### src/rtl/rom_overlay_decoder.sv
module rom_overlay_decoder #(
  parameter int AW     = 23,
  parameter int OFF_W  = 14,
  parameter int BANK_W = 2,
  parameter logic [AW-1:0] WIN_BASE = 23'h7F0000,
  parameter logic [AW-1:0] EXT_BASE = 23'h028000
) (
  input  logic              clk,
  input  logic              hw_rst_n,
  input  logic              sw_rst,
  input  logic              ovl_we,
  input  logic              ovl_wdata,
  output logic              ovl_q,
  input  logic              p_valid,
  input  logic [AW-1:0]     p_addr,
  input  logic              d_valid,
  input  logic [AW-1:0]     d_addr,
  input  logic              m_valid,
  input  logic [AW-1:0]     m_addr,
  output logic              p_rom,
  output logic [BANK_W-1:0] p_bank,
  output logic [OFF_W-1:0]  p_off,
  output logic              p_ext,
  output logic [2:0]        p_cs,
  output logic              d_rom,
  output logic              d_stall,
  output logic [BANK_W-1:0] d_bank,
  output logic [OFF_W-1:0]  d_off,
  output logic              d_ext,
  output logic [2:0]        d_cs,
  output logic              m_ext,
  output logic [2:0]        m_cs,
  output logic              m_err,
  output logic [(1<<BANK_W)-1:0] bank_en
);
  localparam int TAG_LSB = OFF_W + BANK_W;
  localparam int NBANK   = 1 << BANK_W;

  function automatic logic in_win(input logic [AW-1:0] a);
    return a[AW-1:TAG_LSB] == WIN_BASE[AW-1:TAG_LSB];
  endfunction

  function automatic logic [2:0] cs_of(input logic [AW-1:0] a);
    if (a[AW-1:AW-2] != 2'b11) return {1'b0, a[AW-1:AW-2]};
    else if (!a[AW-3])         return 3'd3;
    else if (!a[AW-4])         return 3'd4;
    else                       return 3'd5;
  endfunction

  always_ff @(posedge clk or negedge hw_rst_n)
    if (!hw_rst_n)              ovl_q <= 1'b0;
    else if (ovl_we && !sw_rst) ovl_q <= ovl_wdata;

  logic p_go, d_go, m_go, p_hit, d_hit, m_hit;
  assign p_go  = p_valid && !sw_rst;
  assign d_go  = d_valid && !sw_rst;
  assign m_go  = m_valid && !sw_rst;
  assign p_hit = p_go && in_win(p_addr) && !ovl_q;
  assign d_hit = d_go && in_win(d_addr) && !ovl_q;
  assign m_hit = m_go && in_win(m_addr) && !ovl_q;

  assign p_bank = p_addr[TAG_LSB-1:OFF_W];
  assign d_bank = d_addr[TAG_LSB-1:OFF_W];
  assign p_off  = p_addr[OFF_W-1:0];
  assign d_off  = d_addr[OFF_W-1:0];
  assign p_cs   = cs_of(p_addr);
  assign d_cs   = cs_of(d_addr);
  assign m_cs   = cs_of(m_addr);

  assign p_rom   = p_hit;
  assign d_stall = d_hit && p_hit && (p_bank == d_bank);
  assign d_rom   = d_hit && !d_stall;
  assign m_err   = m_hit;

  assign p_ext = p_go && (p_addr >= EXT_BASE) && !p_hit;
  assign d_ext = d_go && (d_addr >= EXT_BASE) && !d_hit;
  assign m_ext = m_go && (m_addr >= EXT_BASE) && !m_hit;

  for (genvar g = 0; g < NBANK; g++) begin : g_bank
    assign bank_en[g] = (p_rom && p_bank == BANK_W'(g)) || (d_rom && d_bank == BANK_W'(g));
  end


  ovl_write_chk: assert property (@(posedge clk) disable iff (!hw_rst_n)
    (ovl_we && !sw_rst) |=> ovl_q == $past(ovl_wdata));

  sw_keep_chk: assert property (@(posedge clk) disable iff (!hw_rst_n)
    sw_rst |=> $stable(ovl_q));

  sw_quiet_chk: assert property (@(posedge clk) disable iff (!hw_rst_n)
    sw_rst |-> !(p_rom || d_rom || p_ext || d_ext || m_ext || m_err || d_stall));

  dma_err_chk: assert property (@(posedge clk) disable iff (!hw_rst_n)
    m_err |-> !ovl_q && !m_ext);

  stall_chk: assert property (@(posedge clk) disable iff (!hw_rst_n)
    d_stall |-> p_rom && !d_rom && !d_ext && (bank_en == NBANK'(1) << p_bank));

  bank_cnt_chk: assert property (@(posedge clk) disable iff (!hw_rst_n)
    $countones(bank_en) == int'(p_rom) + int'(d_rom));

  unmap_chk: assert property (@(posedge clk) disable iff (!hw_rst_n)
    ovl_q |-> !p_rom && !d_rom && bank_en == '0);
endmodule

### config.mk
export PLATFORM = sky130hd
export DESIGN_NAME = rom_overlay_decoder
export DESIGN_NICKNAME = d
export VERILOG_FILES = /design/src/rtl/rom_overlay_decoder.sv
export SDC_FILE = /design/constraint.sdc
export NUM_CORES = 1
export LEC_CHECK = 0
export BUFFER_PORTS_ARGS = -buffer_cell sky130_fd_sc_hd__buf_2
export CORE_ASPECT_RATIO = 2
export CORE_UTILIZATION = 25
export CTS_CLUSTER_DIAMETER = 60
export DETAILED_ROUTE_END_ITERATION = 8
export PLACE_DENSITY = 0.8
export SLEW_MARGIN = 20
export SYNTH_ARGS = -nofsm -noshare
export SYNTH_HDL_FRONTEND = slang
export SYNTH_SLANG_ARGS = --single-unit
### constraint.sdc
create_clock -name clk -period 2.3 [get_ports clk]
set_input_delay 0.345 -clock clk [delete_from_list [all_inputs] [get_ports clk]]
set_output_delay 0.345 -clock clk [all_outputs]
set_load 0.02 [all_outputs]
==> flow_summary.yaml, run 1 <==
outcome:
  status: "finished clean"
worst_setup_path:
  critical-path-top-cell-by-count: "sky130_fd_sc_hd__buf_2"
  critical_path.startpoint_type: "input pin"
  cp.arrival_ns: 1.76
  cp.depth: 5
  setup.worst_path.end_class: "output pin"
  timing.setup.critical_path_class: "input pin to output pin"
  rr_worst_depth: 1
  worst-endpoint-required_ns: 1.96
  largest_delay_share_family_worst_path: "simple AND/OR/NAND/NOR gates"
  critical-path-slowest-cell: "sky130_fd_sc_hd__or4_4"
  path_buf_inv: 2
  path_max_fanout: 6
  timing.critical_path.cells: "buf_2, or2_1, or4_4, nor4_4, buf_2"
  critical_path.max_stage_delay_ns: 0.58
power:
  design_power_total_mw: 0.145
  power.share.combinational: 0.839
  power_switching_mw: 0.0718
  internal_mw: 0.0731
  p_leak_nw: 0.414
  clockPowerShare: 0
  maximum_vdd_drop_v: 0.000125
  powerDensity_nw_per_um2: 198
  pwr-share-seq: 0.161
  sw_frac_of_total: 0.496
place:
  dp.final_hpwl_mm: 1.60
  place_congestion: 0.654
  post-place-ws_ns: 0.183
  numPortBuffers: 58
routing:
  route.detailed.wl_per_inst_um: 12.3
  drtAntennaViolNets: 0
  post-route-drc-count: 0
  totalWireLength_mm: 1.79
  detail_route.iter0.violations: 10
  drtPass1Iterations: 4
  via_count: 739
  viasPerCell: 5.06
finish:
  synthToLayoutAreaGrowth_pct: 11.7
  fillers: 281
  antennaDiodeCount: 0
  final_core_util: 0.303
  top_regs: "ovl_q: 1 flops"
  largest_register_ffs: 1
  drive_gt1_frac: 0.546
  design.final.nets: 198
  regMostFlops: "ovl_q"
synth:
  postSynthNetCount: 171
  post_synth_num_cell_types: 30
  yosys_warnings: 0
  synth-seq-area-share: 0.0382
  synth.avg_cell_area_um2: 6.96
  netlist_area_um2: 654
  synth_seq_cells: 1
  postSynthCellCount: 94
sta:
  slew_headroom: 0.780
  clock.fmax_mhz: 476
  finalMaxSlewViolations: 0
  grt_setup_unrepaired: "false"
  fin_worst_skew_ns: 0
  setup_total_negative_slack_ns: 0
  tightestPinTransition_ns: 0.328
  finalWorstSetupSlack_ns: 0.199
  period_needed_ns: 2.10
  count_of_final_setup_violators: 0
  period_share: 0.913
  timing.final.hold_violations: 0
global_route:
  grt_max_degree: 8
  first_pass_grt_wire_length_mm: 2.47
  grt_use_total: 0.115
  grt_antenna_before_repair: 0
  grt_remaining_overflow: 0
  grt_pass1_vias: 627
floorplanning:
  boundaryPins: 130
  design.die.area_um2: 2840
  floorplan.rows: 25
  fp.coreArea_um2: 2410
  chipWidth_um: 38.2
  floorplan.initialDensity: 0.272
  die_y_um: 74.4
clock_network:
  count_of_buffers_added_by_post_cts_timing_repair_for_setup: 0
  worst_setup_hold_path_clk_slew_ns: 0
  hold_buffers: 0
  ctsResizeCount: 0
  worst_skew_pair.late_latency_ns: 0
worst_hold_path:
  hold_path_class: "input pin to async pin"
run:
  max_cap_viols: 0
[layout make-up]
type                    instances  area (um2)  share of cell area
well taps                      27        33.8              0.0462
inverters                       5        18.8              0.0257
flip-flops and latches          1        25.0              0.0342
repair buffers                 59         298               0.408
multi-input cells              54         355               0.486
[per-stage QoR]
step,hold WS (ns),instance area (um2),instances
floorplan,0.0494,654,94
global placement,0.120,731,146
detailed placement,0.122,731,146
CTS,0.122,731,146
global route,0.127,731,146
finish,0.121,731,146
[final timing paths]
| path | from | to | slack, ns |
|---|---|---|---|
| min reg2reg | ovl_q | ovl_q | 0.57 |
| min | hw_rst_n | ovl_q | 0.12 |
| min in group clk | ovl_q | ovl_q | 0.57 |
| max in group asynchronous | hw_rst_n | ovl_q | 2.09 |
| max reg2reg | ovl_q | ovl_q | 1.52 |
| max | sw_rst | d_stall | 0.20 |
[per-layer routing]
layer / track usage / vias to the layer above / wire length [um]
met5: 0 / - / 0
met4: 0.0556 / 0 / 95
met3: 0.00597 / 18 / 212
met2: 0.256 / 65 / 917
met1: 0.0835 / 308 / 567
li1: - / 348 / -
[Yosys cell counts]
| library cell | n | area (um2) |
|---|---|---|
| sky130_fd_sc_hd__buf_4 | 32 | 240 |
| sky130_fd_sc_hd__nand3_1 | 9 | 45.0 |
| sky130_fd_sc_hd__nand2_1 | 7 | 26.3 |
| sky130_fd_sc_hd__inv_1 | 4 | 15.0 |
| sky130_fd_sc_hd__nor2_1 | 4 | 15.0 |
| sky130_fd_sc_hd__a21boi_0 | 3 | 22.5 |
| sky130_fd_sc_hd__nor3_1 | 3 | 15.0 |
| sky130_fd_sc_hd__o21a_1 | 3 | 22.5 |
| sky130_fd_sc_hd__o21ai_0 | 3 | 15.0 |
| sky130_fd_sc_hd__and4b_1 | 2 | 20.0 |
| sky130_fd_sc_hd__nand2b_1 | 2 | 12.5 |
| sky130_fd_sc_hd__nor4_1 | 2 | 12.5 |
| sky130_fd_sc_hd__o32ai_1 | 2 | 17.5 |
| sky130_fd_sc_hd__xor2_1 | 2 | 17.5 |
| sky130_fd_sc_hd__a21oi_1 | 1 | 5.00 |
| sky130_fd_sc_hd__a31o_1 | 1 | 8.76 |
| sky130_fd_sc_hd__and2b_1 | 1 | 7.51 |
| sky130_fd_sc_hd__and4bb_2 | 1 | 12.5 |
| sky130_fd_sc_hd__buf_6 | 1 | 11.3 |
| sky130_fd_sc_hd__clkbuf_1 | 1 | 3.75 |
| sky130_fd_sc_hd__dfrtp_1 | 1 | 25.0 |
| sky130_fd_sc_hd__inv_2 | 1 | 3.75 |
| sky130_fd_sc_hd__mux2_2 | 1 | 11.3 |
| sky130_fd_sc_hd__nand4bb_1 | 1 | 11.3 |
| sky130_fd_sc_hd__nor4_4 | 1 | 21.3 |
| sky130_fd_sc_hd__o22ai_1 | 1 | 6.26 |
| sky130_fd_sc_hd__or2_1 | 1 | 6.26 |
| sky130_fd_sc_hd__or2_2 | 1 | 6.26 |
| sky130_fd_sc_hd__or3_1 | 1 | 6.26 |
| sky130_fd_sc_hd__or4_4 | 1 | 11.3 |
[power by group through the flow]
stage | combinational (mW) | clock [mW] | sequential (mW)
6_report | 0.122 | 0 | 0.0233
5_1_grt | 0.132 | 0 | 0.0239
4_1_cts | 0.123 | 0 | 0.0237
3_5_place_dp | 0.123 | 0 | 0.0236
3_3_place_gp | 0.121 | 0 | 0.0236
2_1_floorplan | 0.131 | 0 | 0.0257
[cell families after synthesis]
family | synth area share
xor+xnor | 0.0268
simple gates | 0.350
flops | 0.0382
buf+inv | 0.419
mux | 0.0172
compound gates | 0.149
[placed cells by master, fill, tap and decap left out]
cell                        instances
sky130_fd_sc_hd__o32ai_1            2
sky130_fd_sc_hd__o22ai_1            1
sky130_fd_sc_hd__or3_1              1
sky130_fd_sc_hd__buf_2             58
sky130_fd_sc_hd__nor2_1             4
sky130_fd_sc_hd__dfrtp_1            1
sky130_fd_sc_hd__nand2b_1           2
sky130_fd_sc_hd__o21a_1             3
sky130_fd_sc_hd__nor4_4             1
sky130_fd_sc_hd__and2b_1            1
sky130_fd_sc_hd__inv_2              1
sky130_fd_sc_hd__inv_1              4
sky130_fd_sc_hd__a21oi_1            1
sky130_fd_sc_hd__or4_4              1
sky130_fd_sc_hd__xor2_1             2
sky130_fd_sc_hd__or2_2              1
sky130_fd_sc_hd__a31o_1             1
sky130_fd_sc_hd__a21boi_0           3
sky130_fd_sc_hd__nor4_1             2
sky130_fd_sc_hd__nand3_1            9
sky130_fd_sc_hd__o21ai_0            3
sky130_fd_sc_hd__nor3_1             3
sky130_fd_sc_hd__or2_1              1
sky130_fd_sc_hd__nand2_1            7
sky130_fd_sc_hd__and4b_1            2
sky130_fd_sc_hd__and4bb_2           1
sky130_fd_sc_hd__mux2_2             1
sky130_fd_sc_hd__nand4bb_1          1
sky130_fd_sc_hd__buf_4              1
(Power assumes the default switching activity.)
==> run 2, diff against run 1 <==
--- a/config.mk
+++ b/config.mk
@@ -6,11 +6,13 @@
 export NUM_CORES = 1
 export LEC_CHECK = 0
 export BUFFER_PORTS_ARGS = -buffer_cell sky130_fd_sc_hd__buf_2
+export CELL_PAD_IN_SITES_DETAIL_PLACEMENT = 1
+export CELL_PAD_IN_SITES_GLOBAL_PLACEMENT = 2
 export CORE_ASPECT_RATIO = 2
-export CORE_UTILIZATION = 25
+export CORE_UTILIZATION = 10
 export CTS_CLUSTER_DIAMETER = 60
 export DETAILED_ROUTE_END_ITERATION = 8
-export PLACE_DENSITY = 0.8
+export PLACE_DENSITY = 0.89
 export SLEW_MARGIN = 20
 export SYNTH_ARGS = -nofsm -noshare
 export SYNTH_HDL_FRONTEND = slang
==> constraint.sdc (replaced) <==
create_clock -name clk -period 1.9 [get_ports clk]
set_input_delay 0.285 -clock clk [delete_from_list [all_inputs] [get_ports clk]]
set_output_delay 0.285 -clock clk [all_outputs]
set_load 0.02 [all_outputs]
==> run 2 against run 1 <==
Against the previous run: global-route usage down 4.7 points; critical path depth down 1; final cell count up 46%; design area up 27%; register-to-register slack worse by 0.40 ns; setup slack worse by 0.18 ns; clock skew unchanged; die area up 140%; core utilization down 16 points; power up 35%; flip-flop and latch count unchanged; via count up 3.7%; critical path type is now flop to output pin; critical endpoint is now bank_en[1].
==> flow_summary.yaml, run 2 (same netlist as run 1, synthesis figures left out) <==
routing:
  post-route-drc-count: 0
  drtPass1Iterations: 4
  viasPerCell: 3.60
  drtAntennaViolNets: 0
  route.detailed.wl_per_inst_um: 11.7
  totalWireLength_mm: 2.49
  via_count: 766
  detail_route.iter0.violations: 8
place:
  numPortBuffers: 58
  place_inst: 213
  dp.final_hpwl_mm: 2.29
  placed_area_um2: 913
  post-place-ws_ns: -0.0422
  place_congestion: 0.742
power:
  power_switching_mw: 0.0950
  p_leak_nw: 0.461
  power.share.combinational: 0.856
  sw_frac_of_total: 0.485
  clockPowerShare: 0
  maximum_vdd_drop_v: 0.000118
  internal_mw: 0.101
  design_power_total_mw: 0.196
  powerDensity_nw_per_um2: 211
  pwr-share-seq: 0.144
sta:
  finalWorstSetupSlack_ns: 0.0240
  finalMaxSlewViolations: 0
  clock.fmax_mhz: 533
  count_of_final_setup_violators: 0
  slew_headroom: 0.799
  tightestPinTransition_ns: 0.301
  timing.final.hold_violations: 0
  period_share: 0.987
  period_needed_ns: 1.88
  fin_worst_skew_ns: 0
  grt_setup_unrepaired: "true"
  fin_worst_hold_slack_ns: 0.0601
  setup_total_negative_slack_ns: 0
finish:
  fillers: 796
  largest_register_ffs: 1
  layoutNonFillerInstCount: 213
  final_cell_area_um2: 930
  final_core_util: 0.147
  design.final.nets: 206
  synthToLayoutAreaGrowth_pct: 42.1
  seq_area_um2: 26.3
  antennaDiodeCount: 0
  most_common_cell_after_layout_fill_and_taps_aside: "sky130_fd_sc_hd__buf_2"
  multi_input_comb_area_um2: 410
  final_cell_mix: "sky130_fd_sc_hd__buf_2, sky130_fd_sc_hd__buf_4, sky130_fd_sc_hd__nand3_1, sky130_fd_sc_hd__nand2_1"
  top_regs: "ovl_q: 1 flops"
  regMostFlops: "ovl_q"
  drive_gt1_frac: 0.638
global_route:
  grt_remaining_overflow: 0
  grt_util_met2: 0.145
  grt_max_degree: 8
  first_pass_grt_wire_length_mm: 3.64
  gr_met3_demand_resource: 0.00221
  layer_with_the_highest_usage: "met2"
  grt_use_total: 0.0688
  grt_antenna_before_repair: 0
  grt_pass1_vias: 779
  met1_usage: 0.0561
worst_setup_path:
  path_max_fanout: 6
  cp.arrival_ns: 1.59
  setup.worst_path.end_class: "output pin"
  timing.setup.critical_path_class: "flop to output pin"
  worst-endpoint-required_ns: 1.62
  critical_path.startpoint_type: "flop"
outcome:
  status: "finished clean"
floorplanning:
  boundaryPins: 130
  floorplan.rows: 41
  fp.coreArea_um2: 6310
  floorplan.initialDensity: 0.104
  die_y_um: 116
  chipWidth_um: 59.2
  design.die.area_um2: 6890
clock_network:
  hold_buffers: 0
  worst_skew_pair.late_latency_ns: 0
  worst_setup_hold_path_clk_slew_ns: 0
  count_of_buffers_added_by_post_cts_timing_repair_for_setup: 0
run:
  max_cap_viols: 0
worst_hold_path:
  hold_path_class: "input pin to async pin"
run 2: changes by cell type in the layout (fill, tap and decap cells not counted), sizes merged:
cell and change:
buf +8
run 2: what timing repair did:
action	in CTS	in global routing
setup endpoints to repair	3	2
resized for setup	5	0
endpoints found under the hold margin	0	0
run 2: layout make-up:
cell class | count | area share
Sequential cell | 1 | 0.0283
Multi-Input combinational cell | 54 | 0.441
Tap cell | 86 | 0.116
Inverter | 5 | 0.0202
Timing Repair Buffer | 67 | 0.394
run 2: critical path, stage by stage, from the launching register on:
cell and delay, ns:
sky130_fd_sc_hd__dfrtp_2 0.39, sky130_fd_sc_hd__or2_4 0.26, sky130_fd_sc_hd__or4_4 0.50, sky130_fd_sc_hd__o32ai_4 0.28, sky130_fd_sc_hd__buf_6 0.15
run 2: final timing paths:
| kind | start | cells past startpoint | endpoint | slack (ns) |
|---|---|---|---|---|
| max | ovl_q | 4 | bank_en[1] | 0.02 |
| min | hw_rst_n | 1 | ovl_q | 0.06 |
| max reg2reg | ovl_q | 1 | ovl_q | 1.12 |
| min reg2reg | ovl_q | 1 | ovl_q | 0.53 |
| max in group asynchronous | hw_rst_n | 1 | ovl_q | 1.74 |
| min in group clk | ovl_wdata | 2 | ovl_q | 0.52 |
run 2: per-layer routing:
layer	wire length [um]	part of all wire	up-vias
met5	0	0	-
met1	728	0.29	338
met2	1350	0.54	44
met3	220	0.088	24
met4	188	0.075	0
li1	-	-	360
run 2: power groups by stage:
stage / logic [mW] / registers (mW) / clock network (mW)
floorplan: 0.161 / 0.0317 / 0
global placement: 0.166 / 0.0284 / 0
detailed placement: 0.169 / 0.0283 / 0
CTS: 0.172 / 0.0286 / 0
global route: 0.186 / 0.0289 / 0
finish: 0.168 / 0.0283 / 0
==> run 3, diff against run 2 <==
--- a/config.mk
+++ b/config.mk
@@ -9,6 +9,7 @@
 export CELL_PAD_IN_SITES_DETAIL_PLACEMENT = 1
 export CELL_PAD_IN_SITES_GLOBAL_PLACEMENT = 2
 export CORE_ASPECT_RATIO = 2
+export CORE_MARGIN = 8
 export CORE_UTILIZATION = 10
 export CTS_CLUSTER_DIAMETER = 60
 export DETAILED_ROUTE_END_ITERATION = 8
==> run 3 against run 2 <==
Against the previous run: clock skew unchanged; flip-flop and latch count unchanged; hold slack about the same; die area rose by 39%; sequential share of layout area about the same; fmax rose by 0.20%; design area is 1.6% lower; largest power group unchanged.
==> flow_summary.yaml, run 3 (same netlist as run 1, synthesis figures left out) <==
routing:
  viasPerCell: 3.62
  drtAntennaViolNets: 0
  drtPass1Iterations: 2
  detail_route.iter0.violations: 4
  post-route-drc-count: 0
  via_count: 768
  route.detailed.wl_per_inst_um: 11.2
  totalWireLength_mm: 2.37
clock_network:
  worst_setup_hold_path_clk_slew_ns: 0
  hold_buffers: 0
  worst_skew_pair.late_latency_ns: 0
sta:
  grt_setup_unrepaired: "true"
  slew_headroom: 0.683
  setup_total_negative_slack_ns: 0
  fin_worst_skew_ns: 0
  timing.final.hold_violations: 0
  count_of_final_setup_violators: 0
  period_share: 0.985
  tightestPinTransition_ns: 0.471
  clock.fmax_mhz: 534
  period_needed_ns: 1.87
  finalMaxSlewViolations: 0
worst_setup_path:
  critical-path-slowest-cell: "sky130_fd_sc_hd__or4_4"
  largest_delay_share_family_worst_path: "simple AND/OR/NAND/NOR gates"
  worst_setup_sp: "ovl_q"
  timing.critical_path.cells: "or2_4, or4_4, o32ai_4, buf_6"
  worst-endpoint-required_ns: 1.62
  setup.worst_path.end_class: "output pin"
  path_max_fanout: 6
  path_buf_inv: 1
  critical_path.max_stage_delay_ns: 0.49
  r2r_start: "ovl_q"
  cp.arrival_ns: 1.59
  critical_path.startpoint_type: "flop"
  timing.setup.critical_path_class: "flop to output pin"
place:
  placed_area_um2: 893
  place_congestion: 0.759
  numPortBuffers: 58
  dp.final_hpwl_mm: 2.22
  place_inst: 212
power:
  powerDensity_nw_per_um2: 215
  design_power_total_mw: 0.197
  p_leak_nw: 0.447
  maximum_vdd_drop_v: 0.000138
finish:
  final_cell_mix: "sky130_fd_sc_hd__buf_2, sky130_fd_sc_hd__nand3_1, sky130_fd_sc_hd__nand2_1, sky130_fd_sc_hd__buf_4"
  largest_register_ffs: 1
  final_cell_area_um2: 915
  drive_gt1_frac: 0.637
  regMostFlops: "ovl_q"
  most_common_cell_after_layout_fill_and_taps_aside: "sky130_fd_sc_hd__buf_2"
  layoutNonFillerInstCount: 212
  antennaDiodeCount: 0
  synthToLayoutAreaGrowth_pct: 39.8
  design.final.nets: 203
  top_regs: "ovl_q: 1 flops"
floorplanning:
  design.die.area_um2: 9550
  floorplan.initialDensity: 0.101
  fp.coreArea_um2: 6460
  floorplan.rows: 42
  die_y_um: 130
  boundaryPins: 130
  chipWidth_um: 73.2
global_route:
  grt_use_total: 0.0456
  first_pass_grt_wire_length_mm: 3.74
  grt_remaining_overflow: 0
  grt_pass1_vias: 843
  grt_antenna_before_repair: 0
  grt_max_degree: 8
worst_hold_path:
  hold_path_class: "input pin to async pin"
outcome:
  status: "finished clean"
run:
  max_cap_viols: 0
## run 3: cell count changes in the layout (fill, tap and decap cells not counted), sizes merged
cell	change
buf	-3
## run 3: metal layers
metal | track usage | vias to the layer above | part of all wire
met3 | 0.0306 | 4 | 0.20
met5 | 0 | - | 0
met2 | 0.0700 | 69 | 0.38
li1 | - | 356 | -
met4 | 0.00475 | 0 | 0.0097
met1 | 0.0526 | 339 | 0.40
## run 3: worst paths after layout
path                         endpoint  slack [ns]  cells past startpoint
hold / removal                  ovl_q        0.06                      1
setup / recovery           bank_en[1]        0.03                      4
min in group clk                ovl_q        0.54                      2
hold reg to reg                 ovl_q        0.64                      2
setup reg to reg                ovl_q        0.98                      2
max in group asynchronous       ovl_q        1.74                      1
## run 3: cell type report
class | instances | area, um2
Multi-Input combinational cell | 54 | 415
Timing Repair Buffer | 64 | 344
Fill cell | 823 | 5550
Sequential cell | 1 | 26.3
Tap cell | 88 | 110
Inverter | 5 | 18.8
## run 3: worst reg2reg max path: cells and delay by family (launching register included)
kind                   cells  cell delay [ns]
DFF                        1             0.39
muxes                      1             0.26
buffers and inverters      1             0.14
## run 3: stage by stage
stage	hold WS, ns	worst slack (ns)	utilization
floorplan	-0.0106	-0.0213	-
global placement	0.0598	-0.0285	0.138
detailed placement	0.0621	-0.0397	0.138
CTS	0.0621	0.00179	0.140
global route	0.0662	-0.0251	0.142
finish	0.0603	0.0277	0.142
## run 3: timing repair
action	in CTS	in global routing
setup endpoints to repair	1	2
cloned	0	0
gates resized for setup	3	3
buffers inserted	0	0
## run 3: report_power, final
group,internal [mW],switching [mW],total (mW)
combinational,0.0746,0.0942,0.169
sequential,0.0255,0.00265,0.0281
clock,0,0,0
